[src/rtl/e3pi_pkg.sv]
package e3pi_pkg;

  typedef struct packed {
    logic nibble;
    logic local_t;
    logic master;
  } e3pi_mode_t;

  // Overhead occupies the first oh_len positions of a frame.
  function automatic logic pos_is_oh(input int unsigned pos, input int unsigned oh_len);
    return pos < oh_len;
  endfunction

  // Position following pos, wrapping after last.
  function automatic int unsigned next_pos(input int unsigned pos, input int unsigned last);
    return (pos == last) ? 0 : pos + 1;
  endfunction

  // Index of a position inside its nibble group.
  function automatic int unsigned lane_of(input int unsigned pos, input int unsigned width);
    return pos % width;
  endfunction

endpackage

[src/rtl/e3pi_bit_timer.sv]
module e3pi_bit_timer
  import e3pi_pkg::*;
#(
  parameter int unsigned FRAME_BITS = 1536,
  localparam int unsigned CW = $clog2(FRAME_BITS)
) (
  input  logic          clk,
  input  logic          srst,
  input  e3pi_mode_t    mode,
  input  logic          rx_line_en,
  input  logic          tx_local_en,
  input  logic          frame_start_i,
  output logic          bit_en_o,
  output logic [CW-1:0] pos_o
);

  localparam logic [CW-1:0] LAST_POS = CW'(FRAME_BITS - 1);

  logic [CW-1:0] cnt_q;
  logic          fs_pend_q;
  logic          slave;
  logic          take_start;

  assign slave      = mode.local_t & ~mode.master;
  assign bit_en_o   = ~srst & (mode.local_t ? tx_local_en : rx_line_en);
  assign take_start = slave & (fs_pend_q | frame_start_i);
  assign pos_o      = take_start ? '0 : cnt_q;

  always_ff @(posedge clk) begin
    if (srst) begin
      cnt_q     <= '0;
      fs_pend_q <= 1'b0;
    end else begin
      if (bit_en_o) begin
        cnt_q <= CW'(next_pos(32'(pos_o), FRAME_BITS - 1));
      end
      if (bit_en_o) begin
        fs_pend_q <= 1'b0;
      end else if (slave && frame_start_i) begin
        fs_pend_q <= 1'b1;
      end
    end
  end

  // the count returns to zero after the last position
  p_wrap_r5: assert property (@(posedge clk) disable iff (srst)
    (bit_en_o && pos_o == LAST_POS) |=> (cnt_q == '0));

  // a pending start exists only in a slave mode
  p_pend_slave_only_r7: assert property (@(posedge clk) disable iff (srst)
    fs_pend_q |-> slave);

endmodule

[src/rtl/e3pi_nibble_unpack.sv]
module e3pi_nibble_unpack
  import e3pi_pkg::*;
#(
  parameter int unsigned NW = 4,
  localparam int unsigned LW = $clog2(NW)
) (
  input  logic          clk,
  input  logic          srst,
  input  logic          load,
  input  logic [LW-1:0] lane,
  input  logic [NW-1:0] nib_in,
  output logic          bit_o
);

  logic [NW-1:0] nib_q;

  // Lane 0 takes the top bit straight from the input; later lanes use the held copy.
  assign bit_o = (lane == '0) ? nib_in[NW-1] : nib_q[NW - 1 - int'(lane)];

  always_ff @(posedge clk) begin
    if (srst) begin
      nib_q <= '0;
    end else if (load) begin
      nib_q <= nib_in;
    end
  end

  // the held nibble changes only on a load
  p_hold_r4: assert property (@(posedge clk) disable iff (srst)
    !load |=> $stable(nib_q));

endmodule

[src/rtl/e3_payload_ingress.sv]
module e3_payload_ingress
  import e3pi_pkg::*;
#(
  parameter int unsigned FRAME_BITS = 1536,
  parameter int unsigned OH_BITS    = 12,
  parameter int unsigned NIBBLE_W   = 4
) (
  input  logic                clk,
  input  logic                srst,
  input  logic                cfg_nibble,
  input  logic                cfg_local,
  input  logic                cfg_master,
  input  logic                rx_line_en,
  input  logic                tx_local_en,
  input  logic                frame_start_i,
  input  logic                ser_data_i,
  input  logic [NIBBLE_W-1:0] nib_data_i,
  output logic                term_req_o,
  output logic                tx_vld_o,
  output logic                tx_bit_o,
  output logic                tx_oh_o,
  output logic                tx_eof_o
);

  localparam int unsigned CW = $clog2(FRAME_BITS);
  localparam int unsigned LW = $clog2(NIBBLE_W);
  localparam logic [CW-1:0] LAST_POS = CW'(FRAME_BITS - 1);

  e3pi_mode_t    mode_q;
  logic          bit_en;
  logic [CW-1:0] pos;
  logic [LW-1:0] lane;
  logic          pos_oh;
  logic          strobe;
  logic          nib_bit;
  logic          data_bit;

  // mode is captured only while reset is held
  always_ff @(posedge clk) begin
    if (srst) begin
      mode_q.nibble  <= cfg_nibble;
      mode_q.local_t <= cfg_local;
      mode_q.master  <= cfg_master;
    end
  end

  e3pi_bit_timer #(.FRAME_BITS(FRAME_BITS)) timer_i (
    .clk           (clk),
    .srst          (srst),
    .mode          (mode_q),
    .rx_line_en    (rx_line_en),
    .tx_local_en   (tx_local_en),
    .frame_start_i (frame_start_i),
    .bit_en_o      (bit_en),
    .pos_o         (pos)
  );

  assign lane   = LW'(lane_of(32'(pos), NIBBLE_W));
  assign pos_oh = pos_is_oh(32'(pos), OH_BITS);
  assign strobe = mode_q.nibble ? (lane == '0) : 1'b1;

  e3pi_nibble_unpack #(.NW(NIBBLE_W)) unpack_i (
    .clk    (clk),
    .srst   (srst),
    .load   (bit_en & mode_q.nibble & (lane == '0)),
    .lane   (lane),
    .nib_in (nib_data_i),
    .bit_o  (nib_bit)
  );

  assign data_bit   = mode_q.nibble ? nib_bit : ser_data_i;
  assign term_req_o = bit_en & ~pos_oh & strobe;

  always_ff @(posedge clk) begin
    if (srst) begin
      tx_vld_o <= 1'b0;
      tx_bit_o <= 1'b0;
      tx_oh_o  <= 1'b0;
      tx_eof_o <= 1'b0;
    end else begin
      tx_vld_o <= bit_en;
      tx_bit_o <= bit_en & ~pos_oh & data_bit;
      tx_oh_o  <= bit_en & pos_oh;
      tx_eof_o <= bit_en & (pos == LAST_POS);
    end
  end

  // end of frame lasts one output cycle
  p_eof_single_r5: assert property (@(posedge clk) disable iff (srst)
    tx_eof_o |=> !tx_eof_o);

  // the last position of a frame is never overhead
  p_eof_not_oh_r6: assert property (@(posedge clk) disable iff (srst)
    tx_eof_o |-> !tx_oh_o);

  // each bit period is followed by a valid output
  p_vld_follows_r10: assert property (@(posedge clk) disable iff (srst)
    bit_en |=> tx_vld_o);

  // nibble requests are never adjacent
  p_nib_spacing_r4: assert property (@(posedge clk) disable iff (srst)
    (mode_q.nibble && term_req_o) |=> !term_req_o);

  // the captured mode holds outside reset
  p_mode_hold_r9: assert property (@(posedge clk) disable iff (srst)
    1'b1 |=> $stable(mode_q));

endmodule

[config.mk]
export PLATFORM = sky130hd
export DESIGN_NAME = e3_payload_ingress
export DESIGN_NICKNAME = d
export VERILOG_FILES = /design/src/rtl/e3pi_pkg.sv /design/src/rtl/e3pi_bit_timer.sv /design/src/rtl/e3pi_nibble_unpack.sv /design/src/rtl/e3_payload_ingress.sv
export SDC_FILE = /design/constraint.sdc
export NUM_CORES = 1
export LEC_CHECK = 0
export BUFFER_PORTS_ARGS = -buffer_cell sky130_fd_sc_hd__buf_2
export CORE_MARGIN = 4
export CORE_UTILIZATION = 58
export DETAILED_ROUTE_END_ITERATION = 8
export MAX_ROUTING_LAYER = met4
export PLACE_DENSITY = 0.88
export SLEW_MARGIN = 20
export SYNTH_ARGS = -nofsm -noshare
export SYNTH_HDL_FRONTEND = slang
export SYNTH_SLANG_ARGS = --single-unit
export TNS_END_PERCENT = 100
[constraint.sdc]
create_clock -name clk -period 6.72 [get_ports clk]
set_clock_uncertainty 0.05 [all_clocks]
set_input_delay 0.672 -clock clk [delete_from_list [all_inputs] [get_ports clk]]
set_output_delay 0.672 -clock clk [all_outputs]
set_load 0.02 [all_outputs]
# Word-level counts from Yosys, hierarchy flattened
# Index checks and enable logic that the tools add are counted.
# word_totals
rom_bits,0
word_cells,40
latch_bits,0
inputBits,13
reg_bits,23
mem_bits_rw,0
memories,0
# classes
n_addsub,2
eq_ne,1
n_reduce_logical,3
n_div,0
order_cmp,2
muxes,8
n_bitwise,14
shifts,0
n_mul,0
# ops
operator,n
"32-bit by 3-bit < comparator with 1-bit output, second input constant",1
11-bit 2-to-1 mux,2
"11-bit by 1-bit adder with 11-bit output, second input constant",1
"11-bit == test, second input constant",1
"11-bit by 4-bit < comparator with 1-bit output, second input constant",1
1-bit bitwise AND,10
1-bit 2-to-1 mux,5
1-bit inverter,3
"2-bit by 2-bit subtractor with 3-bit output, first input constant",1
1-bit binary-select mux with 2-bit select,1
2-bit zero test,1
2-bit OR reduction,1
1-bit logical AND,1
1-bit bitwise OR,1

# Longest topological paths before layout
# Gate-level depths: netlist of run 1.
# depth
depth_word,10
ltp_mapped,11

# Modules after synthesis
# A second synthesis of run 1 with hierarchy kept.
# unflattened
hier_cells,125
hier_area_um2,1154.9
# modules_own_cells
mod,cells_per_inst,n_inst,area_per_inst_um2
e3pi_bit_timer,90,1,758.2
e3_payload_ingress,24,1,267.8
e3pi_nibble_unpack,11,1,128.9

# Worst setup path after synthesis of run 1
# OpenSTA, ideal clock, no wires.
# synth_timing
kind,input -> output
startpoint,input port frame_start_i
endpoint,output port term_req_o
path_slack_ps,3877
t_arrival_ps,2121
cell_stages,8
path_buffers,1
cell_sequence,or2_1 -> buf_2 -> nand2_1 -> and2_1 -> inv_1 -> ha_1 -> nor2b_1 -> nor4_1
# synth_between
elab_chain_cells,7
word_cells_on_any_way,9
cone_classes,order compare: 1; mux: 2; bitwise: 5; reduce/logical: 1
# synth_rtl
item,line_no,rtl
"start, declared",e3_payload_ingress.sv:15,"input logic frame_start_i,"
1-bit bitwise OR (*),e3pi_bit_timer.sv:26,assign take_start = slave & (fs_pend_q | frame_start_i);
1-bit bitwise AND (*),e3pi_bit_timer.sv:26,
11-bit 2-to-1 mux (*),e3pi_bit_timer.sv:27,assign pos_o = take_start ? '0 : cnt_q;
11-bit by 4-bit < comparator with 1-bit output,e3pi_pkg.sv:11,return pos < oh_len;
1-bit inverter,e3_payload_ingress.sv:72,assign term_req_o = bit_en & ~pos_oh & strobe;
1-bit bitwise AND,e3_payload_ingress.sv:72,
1-bit bitwise AND (*),e3_payload_ingress.sv:72,
"end, declared",e3_payload_ingress.sv:18,"output logic term_req_o,"
# Mark *: on every way between the ends. The rest lies on a longest branch, timed or not.

# Final worst setup path of run 1
# layout_timing
startpoint,register mode_q[1] (netlist name)
endpoint,output port term_req_o
# layout_between
elab_chain_cells,7
word_cells_on_any_way,11
cone_classes,order compare: 1; mux: 3; bitwise: 6; reduce/logical: 1
# layout_rtl
item,line_no,rtl
"start, declared",e3_payload_ingress.sv:29,e3pi_mode_t mode_q;
1-bit bitwise AND,e3pi_bit_timer.sv:24,assign slave = mode.local_t & ~mode.master;
1-bit bitwise AND,e3pi_bit_timer.sv:26,
11-bit 2-to-1 mux,e3pi_bit_timer.sv:27,
11-bit by 4-bit < comparator with 1-bit output,e3pi_pkg.sv:11,
1-bit inverter,e3_payload_ingress.sv:72,
1-bit bitwise AND,e3_payload_ingress.sv:72,
1-bit bitwise AND (*),e3_payload_ingress.sv:72,
# Marked as above.

==> results.sh, run 1 <==
export IMPL_instances_no_fill=181
export IMPL_fin_crit_ps=3220
export IMPL_die_w_um=53.4
export IMPL_fmax_ghz=0.310
export IMPL_cts_root_buf="clkbuf_4"
export IMPL_regToRegStartpoint="mode_q[1]"
export IMPL_dieArea_um2=2850
export IMPL_grt_pass1_wl_mm=4.48
export IMPL_async_flop_share=0
export IMPL_hpwl_mm=1.96
export IMPL_grtUsageTotal=0.220
export IMPL_worstMarginPinSlew_ps=901
export IMPL_drv_slew=0
export IMPL_cts_tree="done"
export IMPL_num_vias=1105
export IMPL_setup_violations=0
export IMPL_path_clk_slew_ps=130
export IMPL_critPathTopFamily="simple AND/OR/NAND/NOR gates"
export IMPL_ys_ff_latch=23
export IMPL_critPathKind="reg -> out"
export IMPL_yosysWarnings=0
export IMPL_drive_above_1_share=0.175
export IMPL_synth_top_cell_area_share=0.335
export IMPL_mostFrequentLayoutCells="20 x dfxtp_1, 19 x nand2_1, 17 x buf_2"
export IMPL_path_cells="nor2b_1 > nand2_1 > and2_1 > inv_1 > ha_1 > nor2b_1 > nor4_1 > buf_2"
export IMPL_clkSinkCount=23
export IMPL_first_pass_iters=4
export IMPL_crit_slowest_cell="nor2b_1"
export IMPL_synth_nets=155
export IMPL_post_cts_buffers=0
export IMPL_post_route_period_util=0.480
export IMPL_postCtsResizedCells=0
export IMPL_fillCellCount=196
export IMPL_setup_tns_final_ps=0
export IMPL_grt_pass1_vias=999
export IMPL_hp_class="reg -> reg"
export IMPL_relSlewSlack=0.388
export IMPL_critPathMaxStageDelay_ps=530
export IMPL_numCtsBuffers=3
export IMPL_grt_overflow=0
export IMPL_cts_buffer_depth=2
export IMPL_synth_edf_count=3
export IMPL_antenna_cells=0
export IMPL_holdWs_ps=433
export IMPL_required_ps=6000
export IMPL_end_kind="output pin"
export IMPL_cp_data_arrival_time_ps=2500
export IMPL_p_leak_nw=0.470
export IMPL_path_buf_inv=2
export IMPL_synth_area_leader_cell="dfxtp_1"
export IMPL_clk_insertion_delay_late_ps=310
export IMPL_die_h_um=53.4
export IMPL_finalCoreUtilization=0.662
export IMPL_synthesis_area_um2=1190
export IMPL_crit_start="mode_q[1]"
export IMPL_drc=0
export IMPL_antenna_found_initial=0
export IMPL_synthDistinctLibCells=42
export IMPL_via_per_inst=6.10
export IMPL_start_util=0.608
export IMPL_place_congestion=1.04
export IMPL_netlist_instances=140
export IMPL_routed_wirelength_mm=2.62
export IMPL_outcome="completed"
export IMPL_power_density_nw_per_um2=192
export IMPL_cp_common_cell="nor2b_1"
export IMPL_fin_nets=170
export IMPL_rows=16
export IMPL_io_buffer_count=17
export IMPL_final_common_cell="dfxtp_1"
export IMPL_wl_per_cell_um=14.5
export IMPL_htree_num_levels=1
export IMPL_rsz0062_at_grt="no"
export IMPL_syn_to_final_growth_pct=8.81
export IMPL_synthFlopType="dfxtp_1"
export IMPL_synth_area_top_cells="dfxtp_1 34%, edfxtp_1 7.5%, nand2_1 6.0%, a21oi_1 3.4%, o21ai_0 3.4%"
export IMPL_syn_avg_cell_area_um2=8.53
export IMPL_io_pins=18
export IMPL_grt_max_degree=21
export IMPL_maxCapViolations=0
export IMPL_worst_setup_path_start_kind="flip-flop"
export IMPL_dr_first_iter_drc_count=48
export IMPL_cp_max_fo=8
export IMPL_hold_viol_final=0
export IMPL_peakVddDrop_mv=0.128
export IMPL_hold_buffers=0
export IMPL_coreArea_um2=1960
export IMPL_yosysSeqAreaShare=0.411
export IMPL_ant_nets=0
export IMPL_dp_cells=177
export IMPL_min_from="unpack_i.nib_q[1]"
-- cells by family (layout without fill, tap and decap cells) --
logic type | after synthesis | in the layout | synth area share
AOI/OAI and AO/OA | 37 | 37 | 0.200
adders and majority gates | 2 | 2 | 0.0210
DFF | 23 | 23 | 0.411
muxes | 3 | 3 | 0.0293
and+or+nand+nor | 62 | 62 | 0.277
buffers and inverters | 11 | 25 | 0.0472
xor gates and xnor gates | 2 | 2 | 0.0147
-- path summary, 6_finish.rpt --
check | end | slack (ps) | depth (start not counted)
worst min register to register | unpack_i.nib_q[1] | 430 | 2
worst max-delay path | term_req_o | 3500 | 8
worst min-delay path | unpack_i.nib_q[1] | 430 | 2
worst max register to register | timer_i.cnt_q[0] | 4000 | 8
-- power breakdown --
group,internal [mW],switching (mW)
clock,0.0223,0.0426
sequential,0.145,0.00488
combinational,0.0133,0.0217
-- area by class of cell --
cell class	count	area (µm²)	share of cell area
clock buffer	3	22.5	0.0173
timing repair buffer	17	85.1	0.0655
tap	27	33.8	0.0260
clock inverter	1	5.00	0.00385
multi-input combinational	106	647	0.498
sequential	23	490	0.378
inverter	4	15.0	0.0116
-- Yosys cell counts, drive strengths merged (3+ instances only) --
library cell  count
dfxtp            20
nand2b            6
nor4              3
nand2            19
nand3             7
a22oi             3
edfxtp            3
nor2              8
inv               4
o21ai            11
a31oi             6
a211oi            3
buf               5
nor2b             3
a21oi             8
nor3              3
-- registers in the layout, indices dropped and copies added (netlist names) --
register,count
mode_q,3
timer_i.cnt_q,11
timer_i.fs_pend_q,1
tx_bit_o,1
tx_eof_o,1
tx_oh_o,1
tx_vld_o,1
unpack_i.nib_q,4
-- metal layers --
metal / GRT usage / vias to the layer above / wire length, µm
met5: - / - / 0
met4: 0.102 / 0 / 56
met3: 0.0254 / 8 / 190
met2: 0.355 / 48 / 1280
met1: 0.273 / 510 / 1090
li1: - / 539 / -
-- worst min-delay path: cells and delay by family, from the launching register on --
| kind | cells | cell delay (ps) |
|---|---|---|
| AND/OR/NAND/NOR | 1 | 60 |
| AO/OA/AOI/OAI | 1 | 60 |
| flip-flops | 1 | 330 |
-- per-stage QoR --
step / instance area (µm²) / power (mW) / worst slack [ps]
5_1_grt: 1300 / 0.261 / 3150
3_3_place_gp: 1270 / 0.186 / 3890
2_1_floorplan: 1190 / 0.177 / 3880
4_1_cts: 1300 / 0.250 / 3490
6_report: 1300 / 0.250 / 3500
3_5_place_dp: 1270 / 0.187 / 3830
(Power assumes the default switching activity.)
==> inputs of run 2 (changes only) <==
Settings changed: ABC_AREA set to 1, CORE_UTILIZATION 58 to 50, PLACE_DENSITY 0.88 to 0.81.
Clock period 6.72 ns to 2.8 ns, I/O delays scaled along.
==> run 2 against run 1 <==
Net effect: sequential cell count unchanged; highest routed layer unchanged; count of clock-buffer cells in the layout up 1; largest cell class unchanged; critical endpoint unchanged; synthesized area up 1.6%; routed wire length down 3.2%; cell count up 17%; critical path depth up 2.
==> results.sh, run 2 <==
export IMPL_grt_pass1_wl_mm=4.44
export IMPL_dr_max_layer_used="met4"
export IMPL_synth_nets=179
export IMPL_path_cells="inv_2 > nor2_4 > nand2_4 > inv_2 > nor2_4 > inv_1 > ha_1 > nor2_1 > nor2_1 > buf_2"
export IMPL_grtUsageTotal=0.176
export IMPL_seq_area_um2=490
export IMPL_post_cts_buffers=0
export IMPL_min_from="cfg_nibble"
export IMPL_cp_data_arrival_time_ps=1920
export IMPL_top_regs="timer_i.cnt_q x11, unpack_i.nib_q x4, mode_q x3"
export IMPL_synthDistinctLibCells=29
export IMPL_worst_setup_path_start_kind="flip-flop"
export IMPL_synth_top_family_by_area="simple AND/OR/NAND/NOR gates"
export IMPL_largest_register="timer_i.cnt_q"
export IMPL_fin_nets=199
export IMPL_cts_buffer_depth=2
export IMPL_syn_avg_cell_area_um2=7.39
export IMPL_combPwrFrac=0.132
export IMPL_finalCoreUtilization=0.593
export IMPL_cp_max_fo=23
export IMPL_coreArea_um2=2250
export IMPL_whs_endpoint="mode_q[2]"
export IMPL_fin_crit_ps=2250
export IMPL_synthFlopType="dfxtp_1"
export IMPL_drc=0
export IMPL_ys_ff_latch=23
export IMPL_htree_num_levels=1
export IMPL_power_density_nw_per_um2=441
export IMPL_hold_viol_final=0
export IMPL_switching_share=0.268
export IMPL_place_congestion=0.879
export IMPL_holdWs_ps=88.8
export IMPL_io_buffer_count=17
export IMPL_grt_pass1_vias=1069
export IMPL_routed_wl_met2_mm=1.23
export IMPL_rsz0062_at_grt="no"
export IMPL_synth_top_cell_area_share=0.330
export IMPL_crit_slowest_cell="edfxtp_1"
export IMPL_antenna_cells=0
export IMPL_mostFrequentLayoutCells="42 x nand2_1, 20 x dfxtp_1, 17 x buf_2, 15 x nor2_1, 13 x inv_1"
export IMPL_design_area_um2=1340
export IMPL_postCtsResizedCells=0
export IMPL_synthSimpleGateAreaFrac=0.373
export IMPL_critPathMaxStageDelay_ps=430
export IMPL_layout_setup_ws_ps=547
export IMPL_p_leak_nw=0.563
export IMPL_synth_xor_area_frac=0.0144
export IMPL_outcome="completed"
export IMPL_p_switching_uw=158
export IMPL_antenna_found_initial=0
export IMPL_dieArea_um2=3280
export IMPL_dr_first_iter_drc_count=43
export IMPL_r2r_end="timer_i.cnt_q[1]"
export IMPL_maxCapViolations=0
export IMPL_first_pass_iters=4
export IMPL_critPathKind="reg -> out"
export IMPL_dr_wl_met3_um=186
export IMPL_relSlewSlack=0.718
export IMPL_instances_no_fill=211
export IMPL_via_per_inst=5.34
export IMPL_fillCellCount=225
export IMPL_num_vias=1126
export IMPL_required_ps=2470
export IMPL_synthAdderAreaFrac=0.0206
export IMPL_peakVddDrop_mv=0.302
export IMPL_total_power_uw=589
export IMPL_p_clk_frac=0.262
export IMPL_synth_edf_count=3
export IMPL_rows=17
export IMPL_synth_area_leader_cell="dfxtp_1"
export IMPL_holdPathStages=1
export IMPL_setup_violations=0
export IMPL_drv_slew=0
export IMPL_regToRegStartpoint="mode_q[1]"
export IMPL_dp_cells=207
export IMPL_fmax_ghz=0.444
export IMPL_die_w_um=57.2
export IMPL_netlist_instances=164
export IMPL_grt_max_degree=24
export IMPL_synth_area_top_cells="dfxtp_1 33%, nand2_1 13%, edfxtp_1 7.4%, nand3_1 5.0%, nor2_1 4.6%"
export IMPL_seqPwrFrac=0.606
export IMPL_grt_overflow=0
export IMPL_final_common_cell="nand2_1"
export IMPL_async_flop_share=0
export IMPL_end_kind="output pin"
export IMPL_syn_to_final_growth_pct=10.2
export IMPL_drive_above_1_share=0.235
export IMPL_placed_area_um2=1310
export IMPL_hpwl_mm=1.98
export IMPL_clk_insertion_delay_late_ps=320
export IMPL_synth_compound_area_frac=0.107
export IMPL_yosysSeqAreaShare=0.405
export IMPL_cts_root_buf="clkbuf_4"
export IMPL_intPower_uw=431
export IMPL_hold_buffers=0
export IMPL_dp_slack_ps=780
export IMPL_wl_per_cell_um=12.0
export IMPL_synthesis_area_um2=1210
export IMPL_rrSetupSlack_ps=780
export IMPL_netlist_top_cells_count="42 x nand2_1, 20 x dfxtp_1, 15 x nor2_1, 13 x inv_1, 12 x nand3_1"
export IMPL_multi_input_area_um2=624
export IMPL_numCtsBuffers=3
export IMPL_setup_tns_final_ps=0
export IMPL_die_h_um=57.2
export IMPL_cts_tree="done"
export IMPL_yosysMostFrequentCell="nand2_1"
export IMPL_start_util=0.538
export IMPL_io_pins=18
export IMPL_worst_r2r_path_depth=13
export IMPL_synth_mux_area_frac=0
export IMPL_yosysWarnings=0
export IMPL_largest_reg_flops=11
export IMPL_hp_class="in -> reg"
export IMPL_path_clk_slew_ps=110
export IMPL_post_route_period_util=0.805
export IMPL_routed_wirelength_mm=2.53
export IMPL_met1_length_mm=1.09
export IMPL_clkSinkCount=23
export IMPL_ant_nets=0
export IMPL_worstMarginPinSlew_ps=421
run 2: cell types whose count changed after synthesis, sizes merged, moves of 5 or more:
cell,change
nand3,+5
nand2b,-6
o21ai,+6
nand2,+28
nand4,+6
a21oi,-7
a31oi,-6
nor2,+14
inv,+14
run 2: layout make-up:
type | count | share of cell area
Clock buffer | 4 | 0.0197
Inverter | 20 | 0.0562
Tap cell | 28 | 0.0262
Multi-Input combinational cell | 119 | 0.467
Timing Repair Buffer | 17 | 0.0637
Sequential cell | 23 | 0.367
run 2: logic make-up (layout without fill, tap and decap cells):
group | Yosys count | in the layout
AO/OA/AOI/OAI | 22 | 22
XOR/XNOR | 2 | 2
adder cells (fa/ha/maj) | 2 | 2
buffers and inverters | 22 | 41
flip-flops | 23 | 23
AND/OR/NAND/NOR | 93 | 93
run 2: power by group through the flow:
stage / Sequential (mW) / Clock [mW] / Combinational, mW
global route: 0.359 / 0.173 / 0.0886
global placement: 0.364 / 0 / 0.0764
finish: 0.357 / 0.154 / 0.0778
floorplan: 0.365 / 0 / 0.0555
CTS: 0.357 / 0.157 / 0.0786
detailed placement: 0.364 / 0 / 0.0783
run 2: worst max path at each step:
stage / slack, ps / depth (start not counted) / startpoint / end
floorplan: 1020 / 14 / mode_q[1] / timer_i.cnt_q[9]
global placement: 870 / 13 / mode_q[1] / timer_i.cnt_q[9]
detailed placement: 780 / 13 / mode_q[1] / timer_i.cnt_q[1]
CTS: 520 / 10 / mode_q[1] / term_req_o
global route: 370 / 10 / mode_q[1] / term_req_o
finish: 550 / 10 / mode_q[1] / term_req_o
run 2: layer usage:
layer,track usage,vias up
li1,-,575
met1,0.203,514
met2,0.289,32
met3,0.0566,5
met4,0.0563,0
met5,-,-
run 2: critical path: cells and delay by family (launching register included):
kind | cells | cell delay [ps]
simple gates | 5 | 550
fa+ha+maj | 1 | 220
flops | 1 | 430
buf+inv | 4 | 400
==> inputs of run 3 (changes only) <==
Settings changed: CORE_UTILIZATION 50 to 55, PLACE_DENSITY 0.81 to 0.84.
Clock period 2.8 ns to 2.2 ns, I/O delays scaled along.
==> run 3 against run 2 <==
Net effect: critical endpoint unchanged; die area is 7.8% lower; largest cell class unchanged; count of clock-buffer cells in the layout is 1 lower; sequential cell count stayed put; critical path type unchanged; power is 29% higher.
==> results.sh, run 3 (same netlist as run 2, synthesis figures left out) <==
export IMPL_relSlewSlack=0.696
export IMPL_fillCellCount=175
export IMPL_dr_first_iter_drc_count=44
export IMPL_peakVddDrop_mv=0.511
export IMPL_antenna_cells=0
export IMPL_total_power_uw=761
export IMPL_seq_area_um2=490
export IMPL_worstSetupEndpoint="term_req_o"
export IMPL_mostFrequentLayoutCells="42 x nand2_1, 20 x dfxtp_1, 17 x buf_2, 15 x nor2_1, 13 x inv_1"
export IMPL_worst_setup_path_start_kind="flip-flop"
export IMPL_grt_overflow=0
export IMPL_outcome="completed"
export IMPL_path_clk_slew_ps=130
export IMPL_io_pins=18
export IMPL_cp_data_arrival_time_ps=1770
export IMPL_critPathKind="reg -> out"
export IMPL_dieArea_um2=3020
export IMPL_die_h_um=55.0
export IMPL_antenna_found_initial=0
export IMPL_die_w_um=55.0
export IMPL_largest_reg_flops=11
export IMPL_worstMarginPinSlew_ps=454
export IMPL_num_vias=1139
export IMPL_multi_input_area_um2=624
export IMPL_end_kind="output pin"
export IMPL_place_congestion=0.831
export IMPL_grt_pass1_vias=1063
export IMPL_drive_above_1_share=0.245
export IMPL_crit_start="mode_q[1]"
export IMPL_setup_violations=0
export IMPL_ant_nets=0
export IMPL_largest_register="timer_i.cnt_q"
export IMPL_postCtsResizedCells=0
export IMPL_start_util=0.600
export IMPL_power_density_nw_per_um2=565
export IMPL_post_cts_buffers=0
export IMPL_rsz0062_at_grt="no"
export IMPL_rrSetupSlack_ps=320
export IMPL_setup_tns_final_ps=0
export IMPL_numCtsBuffers=3
export IMPL_drc=0
export IMPL_coreArea_um2=2020
export IMPL_worst_r2r_path_depth=13
export IMPL_cts_tree="done"
export IMPL_post_route_period_util=0.929
export IMPL_r2r_end="timer_i.cnt_q[1]"
export IMPL_layout_setup_ws_ps=156
export IMPL_fmax_ghz=0.489
export IMPL_io_buffer_count=17
export IMPL_hold_buffers=0
export IMPL_via_per_inst=5.40
export IMPL_required_ps=1930
export IMPL_cts_buffer_depth=2
export IMPL_grtUsageTotal=0.219
export IMPL_final_common_cell="nand2_1"
export IMPL_top_regs="timer_i.cnt_q x11, unpack_i.nib_q x4, mode_q x3"
export IMPL_clk_insertion_delay_late_ps=320
export IMPL_p_leak_nw=0.572
export IMPL_syn_to_final_growth_pct=11.1
export IMPL_wl_per_cell_um=13.0
export IMPL_clkSinkCount=23
export IMPL_first_pass_iters=4
export IMPL_rows=16
export IMPL_hp_class="in -> reg"
export IMPL_hold_viol_final=0
export IMPL_routed_wirelength_mm=2.74
export IMPL_dp_slack_ps=383
export IMPL_grt_max_degree=22
export IMPL_regToRegStartpoint="mode_q[1]"
export IMPL_fin_crit_ps=2040
export IMPL_cts_root_buf="clkbuf_4"
export IMPL_fin_nets=200
export IMPL_maxCapViolations=0
export IMPL_hpwl_mm=2.12
export IMPL_grt_pass1_wl_mm=4.56
export IMPL_htree_num_levels=1
export IMPL_drv_slew=0
export IMPL_cp_max_fo=3
==> run 3: worst min-delay path by stage <==
stage,startpoint,to,slack (ps),depth (start not counted)
after floorplan,cfg_master,mode_q[0],270,0
after global placement,cfg_nibble,mode_q[2],350,1
after detailed placement,cfg_master,mode_q[0],350,1
after CTS,cfg_master,mode_q[0],10,1
after global routing,cfg_master,mode_q[0],5,1
final,cfg_nibble,mode_q[2],20,1
==> run 3: metal layers <==
layer / vias up / GRT usage / part of all wire
li1: 576 / - / -
met1: 523 / 0.251 / 0.42
met2: 33 / 0.382 / 0.51
met3: 7 / 0.0241 / 0.046
met4: 0 / 0.101 / 0.027
met5: - / - / 0
==> run 3: area by class of cell <==
class                           instances  share of cell area
Clock inverter                          1             0.00371
Sequential cell                        23               0.364
Clock buffer                            3              0.0167
Timing Repair Buffer                   18              0.0715
Multi-Input combinational cell        119               0.463
Inverter                               20              0.0557
Tap cell                               27              0.0251
==> run 3: power breakdown <==
part           internal, mW  leakage [nW]  switching (mW)  total (mW)
sequential            0.443         0.192          0.0117       0.455
clock                0.0682        0.0177           0.132       0.201
combinational        0.0365         0.362          0.0696       0.106
total                 0.548         0.572           0.214       0.761
==> run 3: metrics by stage <==
stage	instances	hold slack (ps)	area (µm²)	util
floorplan	164	269	1210	-
global placement	207	348	1320	0.651
detailed placement	207	348	1320	0.651
CTS	211	10.4	1340	0.665
global route	211	4.95	1350	0.666
finish	211	15.7	1350	0.666
==> run 3: worst max-delay path: stages (launching register included) <==
cell      delay [ps]
edfxtp_1         430
inv_2            100
nor2_4            40
nand2_4           70
inv_2             60
nor2_4           100
inv_1             60
ha_1             220
nor2_1           150
nor2_1            60
buf_2            150
